`config.mk`:
```
export PLATFORM = sky130hd
export DESIGN_NAME = irq_hub
export DESIGN_NICKNAME = d
export VERILOG_FILES = /design/src/rtl/irq_hub_pkg.sv /design/src/rtl/irq_hub_sync.sv /design/src/rtl/irq_hub_trig.sv /design/src/rtl/irq_hub_bank.sv /design/src/rtl/irq_hub.sv
export SDC_FILE = /design/constraint.sdc
export NUM_CORES = 1
export LEC_CHECK = 0
export CAP_MARGIN = 0
export CORE_MARGIN = 2
export CORE_UTILIZATION = 49
export CTS_BUF_LIST = sky130_fd_sc_hd__clkbuf_4 sky130_fd_sc_hd__clkbuf_8
export CTS_CLUSTER_SIZE = 10
export DETAILED_ROUTE_END_ITERATION = 12
export GPL_TIMING_DRIVEN = 0
export PLACE_DENSITY = 0.64
export RECOVER_POWER = 50
export SLEW_MARGIN = 20
export SYNTH_ARGS = -nofsm -noshare
export SYNTH_HDL_FRONTEND = slang
export SYNTH_SLANG_ARGS = --single-unit
```
`constraint.sdc`:
```
create_clock -name clk -period 2.3 [get_ports clk]
set_input_delay 0.23 -clock clk [delete_from_list [all_inputs] [get_ports clk]]
set_output_delay 0.23 -clock clk [all_outputs]
set_load 0.1 [all_outputs]
```
`src/rtl/irq_hub_pkg.sv`:
```
package irq_hub_pkg;
  localparam int BANK_W    = 32;
  localparam int REG_SEL_W = 3;

  typedef enum logic [REG_SEL_W-1:0] {
    REG_EN    = 3'd0,
    REG_RAW   = 3'd1,
    REG_MASK  = 3'd2,
    REG_POL   = 3'd3,
    REG_KIND  = 3'd4,
    REG_ROUTE = 3'd5
  } reg_sel_e;
endpackage

```
`src/rtl/irq_hub_sync.sv`:
```
module irq_hub_sync #(
  parameter int W = 8
) (
  input  logic         clk,
  input  logic         rst_n,
  input  logic [W-1:0] d_in,
  output logic [W-1:0] q_out
);
  logic [W-1:0] stage1_q, stage2_q;

  always_ff @(posedge clk or negedge rst_n) begin
    if (!rst_n) begin
      stage1_q <= '0;
      stage2_q <= '0;
    end else begin
      stage1_q <= d_in;
      stage2_q <= stage1_q;
    end
  end

  assign q_out = stage2_q;
endmodule

```
`src/rtl/irq_hub_trig.sv`:
```
module irq_hub_trig #(
  parameter int W = 32
) (
  input  logic         clk,
  input  logic         rst_n,
  input  logic [W-1:0] s_in,
  input  logic [W-1:0] pol,
  input  logic [W-1:0] kind,
  input  logic [W-1:0] clr,
  output logic [W-1:0] raw
);
  logic [W-1:0] prev_q, prev_nxt;
  logic [W-1:0] latch_q, latch_nxt;
  logic [W-1:0] hit;

  // Edge detection against the previous synchronised sample; set beats clear.
  always_comb begin
    hit       = kind & ((pol & s_in & ~prev_q) | (~pol & ~s_in & prev_q));
    latch_nxt = ((latch_q & ~clr) | hit) & kind;
    prev_nxt  = s_in;
    raw       = (kind & latch_q) | (~kind & ~(s_in ^ pol));
  end

  always_ff @(posedge clk or negedge rst_n) begin
    if (!rst_n) begin
      prev_q  <= '0;
      latch_q <= '0;
    end else begin
      prev_q  <= prev_nxt;
      latch_q <= latch_nxt;
    end
  end
endmodule

```
`src/rtl/irq_hub_bank.sv`:
```
module irq_hub_bank
  import irq_hub_pkg::*;
#(
  parameter int LIVE = 32
) (
  input  logic                 clk,
  input  logic                 rst_n,
  input  logic                 wr_en,
  input  logic [REG_SEL_W-1:0] reg_sel,
  input  logic [BANK_W-1:0]    wdata,
  input  logic [BANK_W-1:0]    sync_in,
  output logic [BANK_W-1:0]    rd_val,
  output logic [BANK_W-1:0]    en_o,
  output logic [BANK_W-1:0]    raw_o,
  output logic [BANK_W-1:0]    mask_o,
  output logic [BANK_W-1:0]    kind_o,
  output logic [BANK_W-1:0]    route_o,
  output logic                 fiq_req,
  output logic                 irq_req
);
  localparam logic [BANK_W-1:0] LIVE_MASK = BANK_W'((64'd1 << LIVE) - 64'd1);

  logic [BANK_W-1:0] en_q, pol_q, kind_q, route_q;
  logic [BANK_W-1:0] cfg_nxt;
  logic              we_en, we_pol, we_kind, we_route;
  logic [BANK_W-1:0] clr;
  logic [BANK_W-1:0] raw_det;
  reg_sel_e          sel;

  always_comb begin
    sel      = reg_sel_e'(reg_sel);
    cfg_nxt  = wdata & LIVE_MASK;
    we_en    = wr_en && (sel == REG_EN);
    we_pol   = wr_en && (sel == REG_POL);
    we_kind  = wr_en && (sel == REG_KIND);
    we_route = wr_en && (sel == REG_ROUTE);
    clr      = (wr_en && (sel == REG_RAW)) ? wdata : '0;
  end

  always_ff @(posedge clk or negedge rst_n) begin
    if (!rst_n) begin
      en_q    <= '0;
      pol_q   <= LIVE_MASK;
      kind_q  <= '0;
      route_q <= '0;
    end else begin
      if (we_en)    en_q    <= cfg_nxt;
      if (we_pol)   pol_q   <= cfg_nxt;
      if (we_kind)  kind_q  <= cfg_nxt;
      if (we_route) route_q <= cfg_nxt;
    end
  end

  irq_hub_trig #(.W(BANK_W)) u_trig (
    .clk   (clk),
    .rst_n (rst_n),
    .s_in  (sync_in),
    .pol   (pol_q),
    .kind  (kind_q),
    .clr   (clr),
    .raw   (raw_det)
  );

  always_comb begin
    raw_o   = raw_det & LIVE_MASK;
    mask_o  = raw_o & en_q;
    en_o    = en_q;
    kind_o  = kind_q;
    route_o = route_q;
    fiq_req = |(mask_o & route_q);
    irq_req = |(mask_o & ~route_q);
    unique case (sel)
      REG_EN:    rd_val = en_q;
      REG_RAW:   rd_val = raw_o;
      REG_MASK:  rd_val = mask_o;
      REG_POL:   rd_val = pol_q;
      REG_KIND:  rd_val = kind_q;
      REG_ROUTE: rd_val = route_q;
      default:   rd_val = '0;
    endcase
  end
endmodule

```
`src/rtl/irq_hub.sv`:
```
module irq_hub
  import irq_hub_pkg::*;
#(
  parameter  int NUM_SRC  = 73,
  localparam int NUM_BANK = (NUM_SRC + BANK_W - 1) / BANK_W,
  localparam int BSEL_W   = (NUM_BANK > 1) ? $clog2(NUM_BANK) : 1,
  localparam int ADDR_W   = BSEL_W + REG_SEL_W
) (
  input  logic               clk,
  input  logic               rst_n,
  input  logic [NUM_SRC-1:0] src,
  input  logic               wr_en,
  input  logic [ADDR_W-1:0]  addr,
  input  logic [BANK_W-1:0]  wr_data,
  output logic [BANK_W-1:0]  rd_data,
  output logic               fiq,
  output logic               irq
);
  localparam int TOT_W = NUM_BANK * BANK_W;

  logic [NUM_SRC-1:0]   src_s;
  logic [TOT_W-1:0]     src_pad;
  logic [BSEL_W-1:0]    bank_sel;
  logic [REG_SEL_W-1:0] reg_sel;
  logic [BANK_W-1:0]    rd_val [NUM_BANK];
  logic [NUM_BANK-1:0]  fiq_vec, irq_vec;
  logic [TOT_W-1:0]     en_all, raw_all, mask_all, kind_all, route_all;
  logic [BANK_W-1:0]    rd_nxt, rd_q;
  logic                 fiq_nxt, irq_nxt, fiq_q, irq_q;

  irq_hub_sync #(.W(NUM_SRC)) u_sync (
    .clk   (clk),
    .rst_n (rst_n),
    .d_in  (src),
    .q_out (src_s)
  );

  assign src_pad  = TOT_W'(src_s);
  assign bank_sel = addr[ADDR_W-1:REG_SEL_W];
  assign reg_sel  = addr[REG_SEL_W-1:0];

  for (genvar b = 0; b < NUM_BANK; b++) begin : g_bank
    localparam int LIVE = ((NUM_SRC - b * BANK_W) >= BANK_W) ? BANK_W
                                                             : (NUM_SRC - b * BANK_W);
    logic bank_wr;
    assign bank_wr = wr_en && (bank_sel == BSEL_W'(b));

    irq_hub_bank #(.LIVE(LIVE)) u_bank (
      .clk     (clk),
      .rst_n   (rst_n),
      .wr_en   (bank_wr),
      .reg_sel (reg_sel),
      .wdata   (wr_data),
      .sync_in (src_pad[b*BANK_W +: BANK_W]),
      .rd_val  (rd_val[b]),
      .en_o    (en_all[b*BANK_W +: BANK_W]),
      .raw_o   (raw_all[b*BANK_W +: BANK_W]),
      .mask_o  (mask_all[b*BANK_W +: BANK_W]),
      .kind_o  (kind_all[b*BANK_W +: BANK_W]),
      .route_o (route_all[b*BANK_W +: BANK_W]),
      .fiq_req (fiq_vec[b]),
      .irq_req (irq_vec[b])
    );
  end

  always_comb begin
    rd_nxt = '0;
    for (int b = 0; b < NUM_BANK; b++) begin
      if (bank_sel == BSEL_W'(b)) rd_nxt = rd_val[b];
    end
    fiq_nxt = |fiq_vec;
    irq_nxt = |irq_vec;
  end

  always_ff @(posedge clk or negedge rst_n) begin
    if (!rst_n) begin
      rd_q  <= '0;
      fiq_q <= 1'b0;
      irq_q <= 1'b0;
    end else begin
      rd_q  <= rd_nxt;
      fiq_q <= fiq_nxt;
      irq_q <= irq_nxt;
    end
  end

  assign rd_data = rd_q;
  assign fiq     = fiq_q;
  assign irq     = irq_q;
endmodule

```
==> impl_metrics.env <==
export IMPL_worst_ep_arrival_time_ns=3.40
export IMPL_clk_latency_ns=0.74
export IMPL_grt_start_max_net_pins=103
export IMPL_place_ws_ns=-1.47
export IMPL_overflow=0
export IMPL_use_met1=0.498
export IMPL_irDropWorstVdd_mv=0.604
export IMPL_grt_first_pass_wirelength_um=162000
export IMPL_synth_area_top_cells="dfrtp_1 46%, mux2_2 8.3%, dfstp_2 6.5%"
export IMPL_die_h_um=249
export IMPL_nets=3299
export IMPL_finalHoldViolCount=0
export IMPL_slew_viol_final=0
export IMPL_worstPathRequired_ns=2.80
export IMPL_syn_cell_area_sq_um=29500
export IMPL_cts_buffers=107
export IMPL_grt_setup_unrepaired="true"
export IMPL_synth_top_area_frac=0.462
export IMPL_routed_wl_um=112000
export IMPL_routedWlPerCell_um=28.6
export IMPL_synth_warnings=0
export IMPL_io_buffers=119
export IMPL_p_leak_nw=16.4
export IMPL_crit_path_start_kind="register"
export IMPL_use_met3=0.0832
export IMPL_cts_sinks=618
export IMPL_drcViolationCount=0
export IMPL_clock_skew_ns=0.0251
export IMPL_ant_nets=0
export IMPL_finalSetupViolCount=36
export IMPL_synthArstFlopShare=1.00
export IMPL_use_met2=0.537
export IMPL_core_sq_um=59200
export IMPL_die_w_um=249
export IMPL_layout_area_overhead_vs_synth_pct=20.7
export IMPL_placementRows=89
export IMPL_violations="negative setup slack"
export IMPL_die_area_sq_um=62200
export IMPL_synth_distinct_cells=68
export IMPL_busiest_layer="met2"
export IMPL_crit_type="register to register"
export IMPL_worst_slew_pin_slew_ns=1.31
export IMPL_ys_flop_type="dfrtp_1"
export IMPL_final_instance_count_excl_fill=3910
export IMPL_cts_path_max_buffers=3
export IMPL_synth_edf_count=0
export IMPL_gp_congestion=0.968
export IMPL_drive_gt1_frac=0.211
export IMPL_ys_seq_area_frac=0.528
export IMPL_vias_per_cell=6.07
export IMPL_hpwl_um=77700
export IMPL_max_slew_margin_rel=0.126
export IMPL_io_pins=147
export IMPL_end_kind="register"
export IMPL_cts_htree_levels=3
export IMPL_cellPowerDensity_nw_per_um2=896
export IMPL_status="finished with violations"
export IMPL_dr_pass1_iters=6
export IMPL_syn_avg_cell_area_sq_um=10.9
export IMPL_cts_root_buffer="clkbuf_8"
export IMPL_antenna_found_initial=8
export IMPL_start_util=0.498
export IMPL_cts_tree="yes"
export IMPL_yosys_area_top_type="dfrtp_1"
export IMPL_via_count=23746
export IMPL_grt_pass1_vias=23566
export IMPL_grt_usage=0.358
export IMPL_ys_ff_latch=618
export IMPL_path_clk_slew_ns=0.06
export IMPL_worstHoldPathType="primary input to register"
export IMPL_crit_fanout=2
export IMPL_setup_slack_ns=-0.602
export IMPL_syn_nets=2959
export IMPL_min_period_ns=2.90
export IMPL_finalCritPeriodShare=1.26
export IMPL_cap_violations=0
export IMPL_fmax_ghz=0.345
export IMPL_drt_iter0_markers=2693
export IMPL_syn_inst=2700
export IMPL_dp_cells=3600
[kinds of logic after synthesis]
logic type                 after synthesis  synth area share
and+or+nand+nor                        721             0.116
DFF                                    618             0.528
AOI/OAI and AO/OA                      533             0.119
muxes                                  356             0.130
buffers and inverters                  326            0.0457
adders and majority gates              146            0.0619
[final cells by class]
cell class                      count  area [sq um]
Multi-Input combinational cell   1756         12900
Fill cell                        4902         23600
Inverter                          185           694
Timing Repair Buffer              231          2320
Buffer                            141           683
Clock inverter                     20           156
Clock buffer                      182          2290
Sequential cell                   618         15600
Antenna cell                        4          10.0
Tap cell                          773           967
[critical path, stage by stage (launching register included)]
cell       delay, ns
dfstp_2         0.53
inv_2           0.05
ha_4            0.25
nor2b_4         0.16
a2111o_1        0.33
o2111ai_4       0.19
or4_4           0.46
nor4_4          0.34
nand4_1         0.36
[sequential cells by signal, indices dropped and copies added (netlist names)]
signal / flops
g_bank.u_bank.en_o: 73
g_bank.u_bank.pol_q: 73
g_bank.u_bank.route_o: 73
g_bank.u_bank.kind_o: 73
rd_data: 32
g_bank.u_bank.u_trig.latch_q: 73
u_sync.stage1_q: 73
g_bank.u_bank.u_trig.prev_q: 73
u_sync.q_out: 73
irq: 1
fiq: 1
[synthesized netlist by cell type, types with 6 or more instances]
library cell and count:
dfrtp_1 545, nand2_1 330, mux2_2 218, inv_1 184, o21ai_0 171, ha_1 146
mux2i_1 130, nand2b_1 102, nor2_1 82, nand3_1 78, dfstp_2 73, a21boi_0 68
buf_2 66, a21oi_1 64, clkbuf_1 61, o22ai_1 52, a32oi_1 34, nand4_1 32
nor2b_1 22, a22oi_1 21, and2_1 20, a211o_1 16, a21o_1 16, o2111ai_1 14
nor3_1 13, buf_4 11, nor4_1 11, o221ai_1 11, mux2_1 8, a222oi_1 7
a22o_1 7, a31oi_1 7, o211ai_1 7, and3_1 6, nor2_2 6
[power breakdown]
part | switching, mW | total [mW] | internal, mW
combinational | 4.00 | 6.65 | 2.65
clock | 4.76 | 11.2 | 6.40
sequential | 1.54 | 14.1 | 12.6
[what timing repair did]
item / CTS / global route
setup buffers: 7 / 0
hold buffers: 97 / 0
setup endpoints to repair: 173 / 107
gates resized for setup: 84 / 51
pin swaps: 12 / 5
endpoints found under the hold margin: 197 / 0
[per-stage QoR]
stage / area (sq um) / setup TNS (ns) / hold WS [ns] / power, mW / utilization
floorplan: 29500 / 0 / -0.0656 / 17.6 / -
global placement: 31600 / - / 0.332 / 20.1 / 0.534
detailed placement: 31900 / -251.39 / 0.311 / 20.3 / 0.538
CTS: 35500 / -0.618 / 0.0915 / 31.8 / 0.599
global route: 35600 / -23.69 / 0.125 / 33.3 / 0.601
finish: 35600 / -1.54 / 0.135 / 31.9 / 0.601
[per-layer routing]
layer  share of wire  routed length [um]
met1            0.42               46600
met2            0.43               48600
met3           0.097               10800
met4           0.051                5640
met5         0.00020                  22
[placed cells by master, fill, tap and decap left out, types with 78 or more instances in the layout]
cell type / synthesis / routed
dfrtp_1: 545 / 545
nand2_1: 330 / 328
mux2_2: 218 / 218
inv_1: 184 / 182
dlygate4sd3_1: 0 / 170
o21ai_0: 171 / 160
clkbuf_8: 0 / 148
ha_1: 146 / 143
mux2i_1: 130 / 130
nand2b_1: 102 / 101
nor2_1: 82 / 78
[worst paths after layout]
| path | from | to | slack (ns) | cells after the start |
|---|---|---|---|---|
| max in group asynchronous | rst_n | g_bank[1].u_bank.pol_q[13]$_DFFE_PN1P_ | -0.04 | 5 |
| setup / recovery | g_bank[1].u_bank.pol_q[4]$_DFFE_PN1P_ | irq$_DFF_PN0_ | -0.60 | 8 |
| hold / removal | wr_en | g_bank[2].u_bank.pol_q[5]$_DFFE_PN1P_ | 0.13 | 5 |
| min in group asynchronous | rst_n | u_sync.q_out[64]$_DFF_PN0_ | 0.36 | 2 |
| setup reg to reg | g_bank[1].u_bank.pol_q[4]$_DFFE_PN1P_ | irq$_DFF_PN0_ | -0.60 | 8 |
| hold reg to reg | u_sync.stage1_q[52]$_DFF_PN0_ | u_sync.q_out[52]$_DFF_PN0_ | 0.34 | 0 |
No activity file was read; power rests on OpenSTA's default activity.
